### src/rtl/ksp_pkg.sv
package ksp_pkg;
  // key period: 32 bits, sent twice; byte 0 sits in the low byte
  localparam logic [31:0] KEY_WORD = 32'h5CA33AC5;

  function automatic logic key_bit(input int unsigned idx);
    return KEY_WORD[5'(idx % 32)];
  endfunction
endpackage

### src/rtl/ksp_cycle_detect.sv
module ksp_cycle_detect (
  input  logic clk,
  input  logic rst_n,
  input  logic ce_n,
  input  logic oe_n,
  input  logic we_n,
  input  logic dq0_i,
  output logic done,
  output logic is_wr,
  output logic is_rd,
  output logic dbit
);
  logic ce_q;
  logic wr_l, rd_l, bit_l;

  always_ff @(posedge clk) begin
    if (!rst_n) begin
      ce_q  <= 1'b1;
      wr_l  <= 1'b0;
      rd_l  <= 1'b0;
      bit_l <= 1'b0;
    end else begin
      ce_q <= ce_n;
      if (!ce_n) begin
        wr_l  <= !we_n;
        rd_l  <= we_n && !oe_n;
        bit_l <= dq0_i;
      end
    end
  end

  assign done  = !ce_q && ce_n;
  assign is_wr = wr_l;
  assign is_rd = rd_l;
  assign dbit  = bit_l;
endmodule

### src/rtl/ksp_key_match.sv
module ksp_key_match #(
  parameter int NBITS = 64,
  localparam int PW = $clog2(NBITS)
) (
  input  logic clk,
  input  logic rst_n,
  input  logic busy,
  input  logic done,
  input  logic is_wr,
  input  logic is_rd,
  input  logic dbit,
  output logic unlock
);
  import ksp_pkg::*;
  logic [PW-1:0] ptr;
  logic          frozen;
  logic          hit;

  assign hit    = !busy && done && is_wr && !is_rd && !frozen && (dbit == key_bit(int'(ptr)));
  assign unlock = hit && (ptr == PW'(NBITS - 1));

  always_ff @(posedge clk) begin
    if (!rst_n || busy) begin
      ptr    <= '0;
      frozen <= 1'b0;
    end else if (done) begin
      if (is_rd) begin
        ptr    <= '0;
        frozen <= 1'b0;
      end else if (is_wr && !frozen) begin
        if (hit) ptr    <= (ptr == PW'(NBITS - 1)) ? '0 : ptr + 1'b1;
        else     frozen <= 1'b1;
      end
    end
  end
endmodule

### src/rtl/ksp_xfer.sv
module ksp_xfer #(
  parameter int NBITS = 64,
  parameter int MASK_BIT = 28,
  localparam int PW = $clog2(NBITS)
) (
  input  logic             clk,
  input  logic             rst_n,
  input  logic             unlock,
  input  logic             done,
  input  logic             is_wr,
  input  logic             is_rd,
  input  logic             dbit,
  input  logic             ext_rst_n,
  input  logic [NBITS-1:0] regs_i,
  output logic             busy,
  output logic             sbit,
  output logic             abort_ev,
  output logic             step,
  output logic [NBITS-1:0] regs_o,
  output logic             regs_load
);
  logic [NBITS-1:0] sh, sh_nx;
  logic [PW-1:0]    cnt;
  logic             wrote, mask;

  assign step     = busy && done && (is_wr || is_rd);
  assign abort_ev = busy && !ext_rst_n && !mask;
  assign sbit     = sh[0];
  assign sh_nx    = {(is_wr ? dbit : sh[0]), sh[NBITS-1:1]};

  always_ff @(posedge clk) begin
    if (!rst_n) begin
      busy      <= 1'b0;
      sh        <= '0;
      cnt       <= '0;
      wrote     <= 1'b0;
      mask      <= 1'b0;
      regs_o    <= '0;
      regs_load <= 1'b0;
    end else begin
      regs_load <= 1'b0;
      if (abort_ev) begin
        busy <= 1'b0;
      end else if (unlock) begin
        busy  <= 1'b1;
        sh    <= regs_i;
        cnt   <= '0;
        wrote <= 1'b0;
        mask  <= regs_i[MASK_BIT];
      end else if (step) begin
        sh    <= sh_nx;
        cnt   <= cnt + 1'b1;
        wrote <= wrote | is_wr;
        if (cnt == PW'(NBITS - 1)) begin
          busy      <= 1'b0;
          regs_load <= wrote | is_wr;
          if (wrote | is_wr) regs_o <= sh_nx;
        end
      end
    end
  end
endmodule

### src/rtl/keyed_serial_port.sv
module keyed_serial_port #(
  parameter int NBITS = 64,
  parameter int MASK_BIT = 28
) (
  input  logic             clk,
  input  logic             rst_n,
  input  logic             ce_n,
  input  logic             oe_n,
  input  logic             we_n,
  input  logic             dq0_i,
  input  logic             ext_rst_n,
  input  logic [NBITS-1:0] regs_i,
  output logic             dq0_o,
  output logic             dq0_oe,
  output logic             mem_block,
  output logic [NBITS-1:0] regs_o,
  output logic             regs_load
);
  logic cyc_done, cyc_wr, cyc_rd, cyc_bit;
  logic unlock, busy, sbit, abort_ev, xfer_step;

  ksp_cycle_detect u_cyc (
    .clk(clk), .rst_n(rst_n), .ce_n(ce_n), .oe_n(oe_n), .we_n(we_n),
    .dq0_i(dq0_i), .done(cyc_done), .is_wr(cyc_wr), .is_rd(cyc_rd), .dbit(cyc_bit)
  );

  ksp_key_match #(.NBITS(NBITS)) u_key (
    .clk(clk), .rst_n(rst_n), .busy(busy), .done(cyc_done),
    .is_wr(cyc_wr), .is_rd(cyc_rd), .dbit(cyc_bit), .unlock(unlock)
  );

  ksp_xfer #(.NBITS(NBITS), .MASK_BIT(MASK_BIT)) u_xfer (
    .clk(clk), .rst_n(rst_n), .unlock(unlock), .done(cyc_done),
    .is_wr(cyc_wr), .is_rd(cyc_rd), .dbit(cyc_bit), .ext_rst_n(ext_rst_n),
    .regs_i(regs_i), .busy(busy), .sbit(sbit), .abort_ev(abort_ev),
    .step(xfer_step), .regs_o(regs_o), .regs_load(regs_load)
  );

  assign mem_block = busy;
  assign dq0_oe    = busy && !ce_n && !oe_n && we_n;
  assign dq0_o     = busy && sbit;
endmodule

### config.mk
export PLATFORM = sky130hd
export DESIGN_NAME = keyed_serial_port
export DESIGN_NICKNAME = d
export VERILOG_FILES = /design/src/rtl/ksp_pkg.sv /design/src/rtl/ksp_cycle_detect.sv /design/src/rtl/ksp_key_match.sv /design/src/rtl/ksp_xfer.sv /design/src/rtl/keyed_serial_port.sv
export SDC_FILE = /design/constraint.sdc
export NUM_CORES = 1
export LEC_CHECK = 0
export BUFFER_PORTS_ARGS = -buffer_cell sky130_fd_sc_hd__buf_2
export CAP_MARGIN = 10
export CORE_MARGIN = 2
export CORE_UTILIZATION = 40
export DETAILED_ROUTE_END_ITERATION = 8
export MAX_ROUTING_LAYER = met4
export PLACE_DENSITY_LB_ADDON = 0.12
export SYNTH_ARGS = -nofsm -noshare
export SYNTH_HDL_FRONTEND = slang
export SYNTH_SLANG_ARGS = --single-unit
### constraint.sdc
create_clock -name clk -period 2.9 [get_ports clk]
set_input_delay 0.725 -clock clk [delete_from_list [all_inputs] [get_ports clk]]
set_output_delay 0.725 -clock clk [all_outputs]
set_load 0.02 [all_outputs]
Word level (Yosys, flattened, before mapping)
Memory sizes are Yosys's and may differ from the RTL's. A register that Yosys moved wholly into a read port is not among the register bits.
Index checks and enable logic that the tools add are counted.
Widths: inputs -> output; s select.
{ "totals": {"regBits": 149, "latchBits": 0, "ramBits": 0, "mem_bits_ro": 32, "input_bits": 71, "output_inout_bits": 68, "n_memories": 1} }
{ "mem_list": {"columns": ["memory", "depth", "width", "rd", "rd_clocked_by_memory_dff", "wr", "line_no", "source"], "rows": [
  ["(name not given)", 32, 1, 1, 1, 0, "ksp_pkg.sv:6", "return KEY_WORD[5'(idx % 32)];"]
]} }
{ "classes": {"addsub": 2, "n_mul": 0, "n_div": 0, "magnitude_cmp": 1, "n_eq_ne": 4, "shift": 0, "n_mux": 20, "n_bitwise": 6, "n_reduce_logical": 41} }
{ "op_table": {"columns": ["operator", "count"], "rows": [
  ["$mux 64", 2],
  ["$mux 6", 6],
  ["$logic_and 1x1->1", 17],
  ["$add 6x1->6 const B", 2],
  ["$eq 6x6->1 const B", 2],
  ["$logic_not 1->1", 10],
  ["$mux 1", 10],
  ["$mux 5", 2],
  ["$reduce_bool 2->1", 4],
  ["$lt 5x6->1 const B", 1],
  ["$reduce_and 2->1", 3],
  ["$reduce_and 3->1", 2],
  ["$not 1->1", 5],
  ["$reduce_and 5->1", 1],
  ["$reduce_or 5->1", 1],
  ["$logic_or 1x1->1", 2],
  ["$ne 2x2->1 const B", 1],
  ["$reduce_or 2->1", 1],
  ["$eq 1x1->1", 1],
  ["$or 1x1->1", 1]
]} }

Logic depth before layout (Yosys ltp)
Gate-level depths: netlist of the first run.
{ "logic_depth": {"ltp_word": 12, "ltp_mapped": 9, "depth_no_buf": 8} }

Hierarchy
Synthesis of the first run repeated with hierarchy kept, for this count alone.
{ "hier_totals": {"hier_cells": 694, "hier_area_um2": 6465.0} }
{ "modules_own_cells": {"columns": ["mod", "n_inst", "cells_per_inst", "area_each_um2"], "rows": [
  ["ksp_xfer", 1, 620, 5804.3],
  ["ksp_key_match", 1, 59, 491.7],
  ["ksp_cycle_detect", 1, 13, 150.1],
  ["keyed_serial_port", 1, 2, 18.8]
]} }

Worst setup path after synthesis of the first run
No wires, ideal clock.
{ "synth_path": {"path_type": "input -> register", "startpoint": "in ce_n", "endpoint": "reg u_xfer.regs_o[13]", "arrival_time_ns": 2.211, "required_time_ns": 2.768, "path_slack_ns": 0.557, "path_stages": 9, "path_buffers": 3, "path_cell_list": "buf_2 and2b_1 o211a_1 nand4_1 or2_2 clkbuf_1 clkbuf_1 nand2_1 a21oi_1"} }
{ "synth_via": {"elab_chain_cells": 9, "elab_cells_between_ends": 11, "classes_between": "bitwise (1); reduce/logical (10)"} }
{ "synth_lines": {"columns": ["element", "line_no", "source"], "rows": [
  ["start, declared", "keyed_serial_port.sv:7", "input logic ce_n,"],
  ["$logic_and 1x1->1 (*)", "ksp_cycle_detect.sv:32", "assign done = !ce_q && ce_n;"],
  ["$logic_and 1x1->1 (5 in series)", "ksp_key_match.sv:19", "assign hit = !busy && done && is_wr && !is_rd && !frozen && (dbit == key_bit(int'(ptr)));"],
  ["$logic_and 1x1->1", "ksp_key_match.sv:20", "assign unlock = hit && (ptr == PW'(NBITS - 1));"],
  ["$not 1->1 (no source line)", null, null],
  ["$reduce_and 5->1 (no source line) (*)", null, null],
  ["end signal, assigned", "ksp_xfer.sv:57", "if (wrote | is_wr) regs_o <= sh_nx;"],
  ["end, declared", "ksp_xfer.sv:19", "output logic [NBITS-1:0] regs_o,"]
]} }
Mark *: on every way between the ends. The rest lies on a longest branch, timed or not.
A chain may end at the register's enable or synchronous reset.

Worst setup path after layout of the first run
{ "layout_path": {"startpoint": "reg u_cyc.rd_l, in the netlist u_cyc.is_rd", "endpoint": "reg u_xfer.sh[62]"} }
{ "layout_via": {"elab_chain_cells": 7, "elab_cells_between_ends": 10, "classes_between": "mux (1); reduce/logical (9)"} }
{ "layout_lines": {"columns": ["element", "line_no", "source"], "rows": [
  ["start, declared", "ksp_cycle_detect.sv:14", "logic wr_l, rd_l, bit_l;"],
  ["start signal, assigned", "ksp_cycle_detect.sv:26", "rd_l <= we_n && !oe_n;"],
  ["$logic_not 1->1", "ksp_key_match.sv:19", null],
  ["$logic_and 1x1->1 (3 in series)", "ksp_key_match.sv:19", null],
  ["$logic_and 1x1->1", "ksp_key_match.sv:20", null],
  ["$reduce_bool 2->1 (no source line)", null, null],
  ["$reduce_and 2->1 (no source line)", null, null],
  ["end signal, assigned", "ksp_xfer.sv:46", "sh <= regs_i;"],
  ["end signal, assigned", "ksp_xfer.sv:51", "sh <= sh_nx;"],
  ["end, declared", "ksp_xfer.sv:22", "logic [NBITS-1:0] sh, sh_nx;"]
]} }
Several ways; a longest one is shown, not always the timed one.

==> results of run 1 <==
[synth_stat cells, types with 3 or more instances]
| library cell | n |
|---|---|
| nand2_1 | 269 |
| buf_2 | 13 |
| nor3b_1 | 4 |
| nor2b_1 | 3 |
| nor2_1 | 80 |
| nand4_1 | 5 |
| clkbuf_1 | 43 |
| a21oi_1 | 55 |
| o21ai_0 | 6 |
| a21boi_0 | 22 |
| a311oi_1 | 63 |
| nand3_1 | 4 |
| inv_1 | 3 |
| buf_1 | 3 |
| nand2b_1 | 4 |
| and3_1 | 5 |
| dfxtp_1 | 150 |
| xor2_1 | 4 |
[per-stage QoR]
step | cell area, µm² | util | hold WS, ns
after global placement | 6970 | 0.463 | 0.440
after detailed placement | 6970 | 0.463 | 0.446
after CTS | 7570 | 0.504 | 0.454
final | 7570 | 0.504 | 0.455
after floorplan | 6090 | - | 0.431
after global routing | 7570 | 0.504 | 0.472
[registers in the layout, summed over array words and instances (netlist names), named ones only]
register          cells
u_cyc.ce_q            1
u_cyc.dbit            1
u_cyc.is_rd           1
u_cyc.is_wr           1
u_key.frozen          1
u_key.ptr             6
u_xfer.busy           1
u_xfer.cnt            6
u_xfer.mask           1
u_xfer.regs_load      1
u_xfer.regs_o        64
u_xfer.sh            64
u_xfer.wrote          1
[how the worst min path moves through the flow]
stage / start / end / slack, ns / cells past startpoint
2_1_floorplan: u_xfer.wrote / u_xfer.wrote / 0.43 / 2
6_report: u_xfer.regs_o[7] / u_xfer.regs_o[7] / 0.46 / 2
5_1_grt: u_xfer.regs_o[6] / u_xfer.regs_o[6] / 0.47 / 2
3_3_place_gp: u_xfer.regs_o[14] / u_xfer.regs_o[14] / 0.44 / 2
4_1_cts: u_xfer.regs_o[23] / u_xfer.regs_o[23] / 0.45 / 2
3_5_place_dp: u_xfer.regs_o[23] / u_xfer.regs_o[23] / 0.45 / 2
[layout make-up]
cell class / instances / area (µm²)
Fill cell: 1485 / 7460
Timing Repair Buffer: 150 / 843
Clock buffer: 22 / 484
Clock inverter: 10 / 120
Tap cell: 188 / 235
Sequential cell: 150 / 3000
Multi-Input combinational cell: 558 / 2870
Inverter: 4 / 16.3
[layer usage]
metal	GRT usage	vias up
li1	-	2841
met1	0.252	2650
met2	0.329	117
met3	0.0503	18
met4	0.0666	0
met5	-	-
[kinds of logic after synthesis]
logic type	share of synthesized area
AOI/OAI and AO/OA	0.185
xor gates and xnor gates	0.00986
adders and majority gates	0.00411
buffers and inverters	0.0415
DFF	0.493
muxes	0.00329
and+or+nand+nor	0.263
[worst max-delay path: cells and delay by family, from the launching register on]
family,cells,cell delay [ns]
AOI/OAI and AO/OA,1,0.25
buffers and inverters,1,0.28
DFF,1,0.44
and+or+nand+nor,3,1.14
[report_power, final]
group	leakage (nW)	total, mW	switching, mW	internal (mW)
clock network	0.281	2.23	0.867	1.36
registers	1.21	2.07	0.00657	2.06
logic	1.40	0.120	0.0669	0.0530
total	2.89	4.42	0.940	3.48
[placed cells by master, fill, tap and decap left out, types with 3 or more instances in the layout]
cell	n
nand4_1	5
nand2b_1	4
buf_4	7
clkbuf_16	17
clkinvlp_4	5
a311oi_1	63
clkbuf_8	4
a21oi_1	55
buf_12	5
nand2_1	268
xor2_1	4
buf_2	138
o21ai_0	6
nor3b_1	4
nand3_1	4
inv_1	3
dfxtp_1	150
nor2_1	79
and3_1	5
a21boi_0	22
==> metrics.cfg, run 1 <==
[synth]
syn_inst=771
synth_top_area_frac=0.493
ys_seq_elements=150
syn_avg_cell_area_um2=7.90
async_flop_share=0
ys_seq_area_frac=0.493
syn_nets=844
yosys.area.top_type=dfxtp_1
ys_types=45
ys_warn_count=0
synth_area_um2=6090
yosys-top-cells-area=dfxtp_1 (49%), nand2_1 (17%), a311oi_1 (9.1%)
synth_flop_cell=dfxtp_1
synth_edf_count=0

[worst_setup_path]
cp-start-kind=register
path_cells=nor4b_4 > and3_4 > nand2_4 > buf_12 > a311oi_1
max_stage_delay_ns=0.56
required_ns=3.22
rrSetupSlack_ns=0.65
critPathSlowestCell=nor4b_4
r2r_end=u_xfer.sh[62]
crit_fanout=53
cp.arrival_ns=2.57
reg2reg_depth=5
crit_path_start=u_cyc.is_rd
endpoint=u_xfer.sh[62]
endpoint_kind=register
crit_type=reg2reg
reg2reg_from=u_cyc.is_rd

[routing]
num_vias=5626
first_iter_violations=403
wl_per_cell_um=14.6
routed-wl-met2_mm=7.40
maxUsedRoutingLayer=met4
wl_mm=15.8
drc_errors=0
via_per_inst=5.20
dr.pass1.iters=4
drtAntennaViolNets=0
dr_wl_met3_um=694
drt-met1-wl_mm=7.50

[placement]
place.gp.congestion=0.816
place_ws_ns=0.239
port_buffers=138
dp.cells=1050
dp_hpwl_mm=10.3

[floorplan]
dieArea_um2=16200
num_rows=45
die_x_um=127
start_util=0.405
core_um2=15000
boundaryPins=139
fp.dieH_um=127

[timing]
timing.fmax_ghz=0.444
fin_ws_ns=0.648
fin_skew_ns=0.00618
finalCriticalPeriod_ns=2.25
relSlewSlack=0.530
rsz0062_at_grt=no
final.setup.tns_ns=0
report.final.slew_viol_count=0
tightest_slew_ns=0.706
final_hold_viol_count=0
setup_viol=0
finalCritPeriodShare=0.777

[clocking]
cts.sinks=150
cts_tree=built
root_buffer=clkbuf_16
cts.reportedPaths.clkPinSlew_ns=0.06
clock_path_buffers=2
ctsResizeCount=0
htree_levels=4
insertion_delay_ns=0.42
holdBufCountCts=0
post_cts_buffers=0
cts_buffers=17

[grt]
grt_pass1_wl_mm=25.9
grt_max_degree=70
antenna_found_initial=0
grt_util_all_layers=0.204
grt_overflow_total=0
grt_pass1_vias=5378

[final_layout]
instances_no_fill=1082
insertedDiodeCount=0
areaGrowthSynthToFinish_pct=24.3
drive_gt1_frac=0.219
nets=954

[power_and_ir_drop]
p_per_area_nw_per_um2=584
vdd_drop_max_mv=0.447
totalPowerFinal_mw=4.42
leakage_nw=2.89

[status]
outcome=complete, no violations

[hold_path]
hold_class=reg2reg

[flow_run]
maxCapViolCount=0

No activity file was read; power rests on OpenSTA's default activity.
==> run 2: changes to the inputs <==
clock period = 1.92 ns   (was 2.9 ns; I/O delays follow)
==> metrics.cfg, run 2 (synthesis results as in run 1) <==
[placement]
placed_cell_area_um2=7190
place.gp.congestion=0.850
dp_hpwl_mm=10.7
port_buffers=138
dp.cells=1071

[floorplan]
core_um2=15000
dieArea_um2=16200
start_util=0.405
fp.dieH_um=127
num_rows=45
boundaryPins=139
die_x_um=127

[worst_setup_path]
crit_fanout=6
cp.arrival_ns=2.26
cp-start-kind=register
required_ns=2.26
crit_type=reg2reg
reg2reg_from=u_xfer.busy
reg2reg_depth=8
endpoint_kind=register
crit_path_start=u_xfer.busy

[final_layout]
reg_top3=u_xfer.regs_o x64, u_xfer.sh x64
fill_cells=1399
nets=984
regArea_um2=3000
areaGrowthSynthToFinish_pct=32.0
instances_no_fill=1112
drive_gt1_frac=0.255
final_common_cell=nand2_1
final_cell_mix=nand2_1 (267), dfxtp_1 (149), buf_2 (138), nor2_1 (79), a311oi_1 (63)
multiInputGateArea_um2=2920
final_core_util=0.535
final_area_um2=8040
insertedDiodeCount=0

[grt]
grt_pass1_wl_mm=25.9
grt_overflow_total=0
use_met1=0.265
grtUsageMet2=0.315
grt_pass1_vias=5440
top_usage_layer=met2
grt_max_degree=66
grt_util_all_layers=0.202
globalRouteMet3Util=0.0377
antenna_found_initial=0

[status]
violations=setup timing
outcome=finished with violations

[timing]
rsz0062_at_grt=yes
tightest_slew_ns=0.330
relSlewSlack=0.779
final_hold_viol_count=0
timing.fmax_ghz=0.520
setup_viol=1
fin_skew_ns=0.00975
finalCritPeriodShare=1.00
finalCriticalPeriod_ns=1.92
fin_ws_ns=-0.00208
final.setup.tns_ns=-0.00208
report.final.slew_viol_count=0

[power_and_ir_drop]
leakage_nw=3.11
totalPowerFinal_mw=6.87
vdd_drop_max_mv=0.531
p_per_area_nw_per_um2=854

[clocking]
htree_levels=4
cts.sinks=150
cts.reportedPaths.clkPinSlew_ns=0.06
cts_tree=built
clock_path_buffers=2
root_buffer=clkbuf_16
insertion_delay_ns=0.41
cts_buffers=17

[routing]
dr.pass1.iters=4
drc_errors=0
num_vias=5880
wl_mm=16.9
via_per_inst=5.29
drtAntennaViolNets=0
wl_per_cell_um=15.2
first_iter_violations=448

[hold_path]
hold_class=in2reg
hold-path-cell-count=3
hold_path.startpoint=dq0_i

[flow_run]
maxCapViolCount=0

## run 2: cell types whose count changed in the layout (fill, tap and decap cells not counted), moves of 3 or more
cell       previous run  this run
buf_12                5        12
clkbuf_16            17        21
a21boi_0             22        13
buf_4                 7        23
buf_6                 0         3
a21boi_1              0         8
## run 2: worst paths after layout
check                      end  slack, ns
min reg2reg  u_xfer.regs_o[33]       0.45
min                 u_cyc.dbit       0.32
max                   register     -0.002
max reg2reg           register     -0.002
## run 2: routing by layer
metal  wire [µm]  share of wire
met1        8020           0.47
met2        7930           0.47
met3         767          0.045
met4         175          0.010
met5           0              0
## run 2: final cells by class
type                            count  area share
Timing Repair Buffer              180       0.154
Multi-Input combinational cell    558       0.363
Sequential cell                   150       0.374
Tap cell                          188      0.0293
Clock buffer                       20      0.0568
Clock inverter                     12      0.0218
Inverter                            4     0.00202
## run 2: power breakdown
group / leakage, nW / internal (mW) / switching (mW)
clock network: 0.302 / 2.24 / 1.28
registers: 1.21 / 3.12 / 0.00581
logic: 1.60 / 0.103 / 0.116
## run 2: metrics by stage
stage / setup slack, ns / hold WS, ns
after detailed placement: -0.121 / 0.443
after floorplan: -0.0181 / 0.431
after CTS: 0.0101 / 0.304
after global routing: -0.0845 / 0.321
final: -0.00208 / 0.322
after global placement: -0.0635 / 0.442
## run 2: what timing repair did
action / 4_1_cts / 5_1_grt
cloned: 0 / 5
endpoints found under the hold margin: 0 / 0
pin swaps: 0 / 6
hold buffers: 0 / 0
setup buffers: 0 / 4
gates resized for setup: 3 / 22
endpoints found under the setup margin: 6 / 123
## run 2: critical path: stages (launching register included)
cell	delay (ns)
dfxtp_2	0.34
nor4b_4	0.36
buf_4	0.20
a311o_1	0.15
a31o_2	0.17
inv_1	0.05
a211o_1	0.28
and3b_1	0.19
o21bai_1	0.12
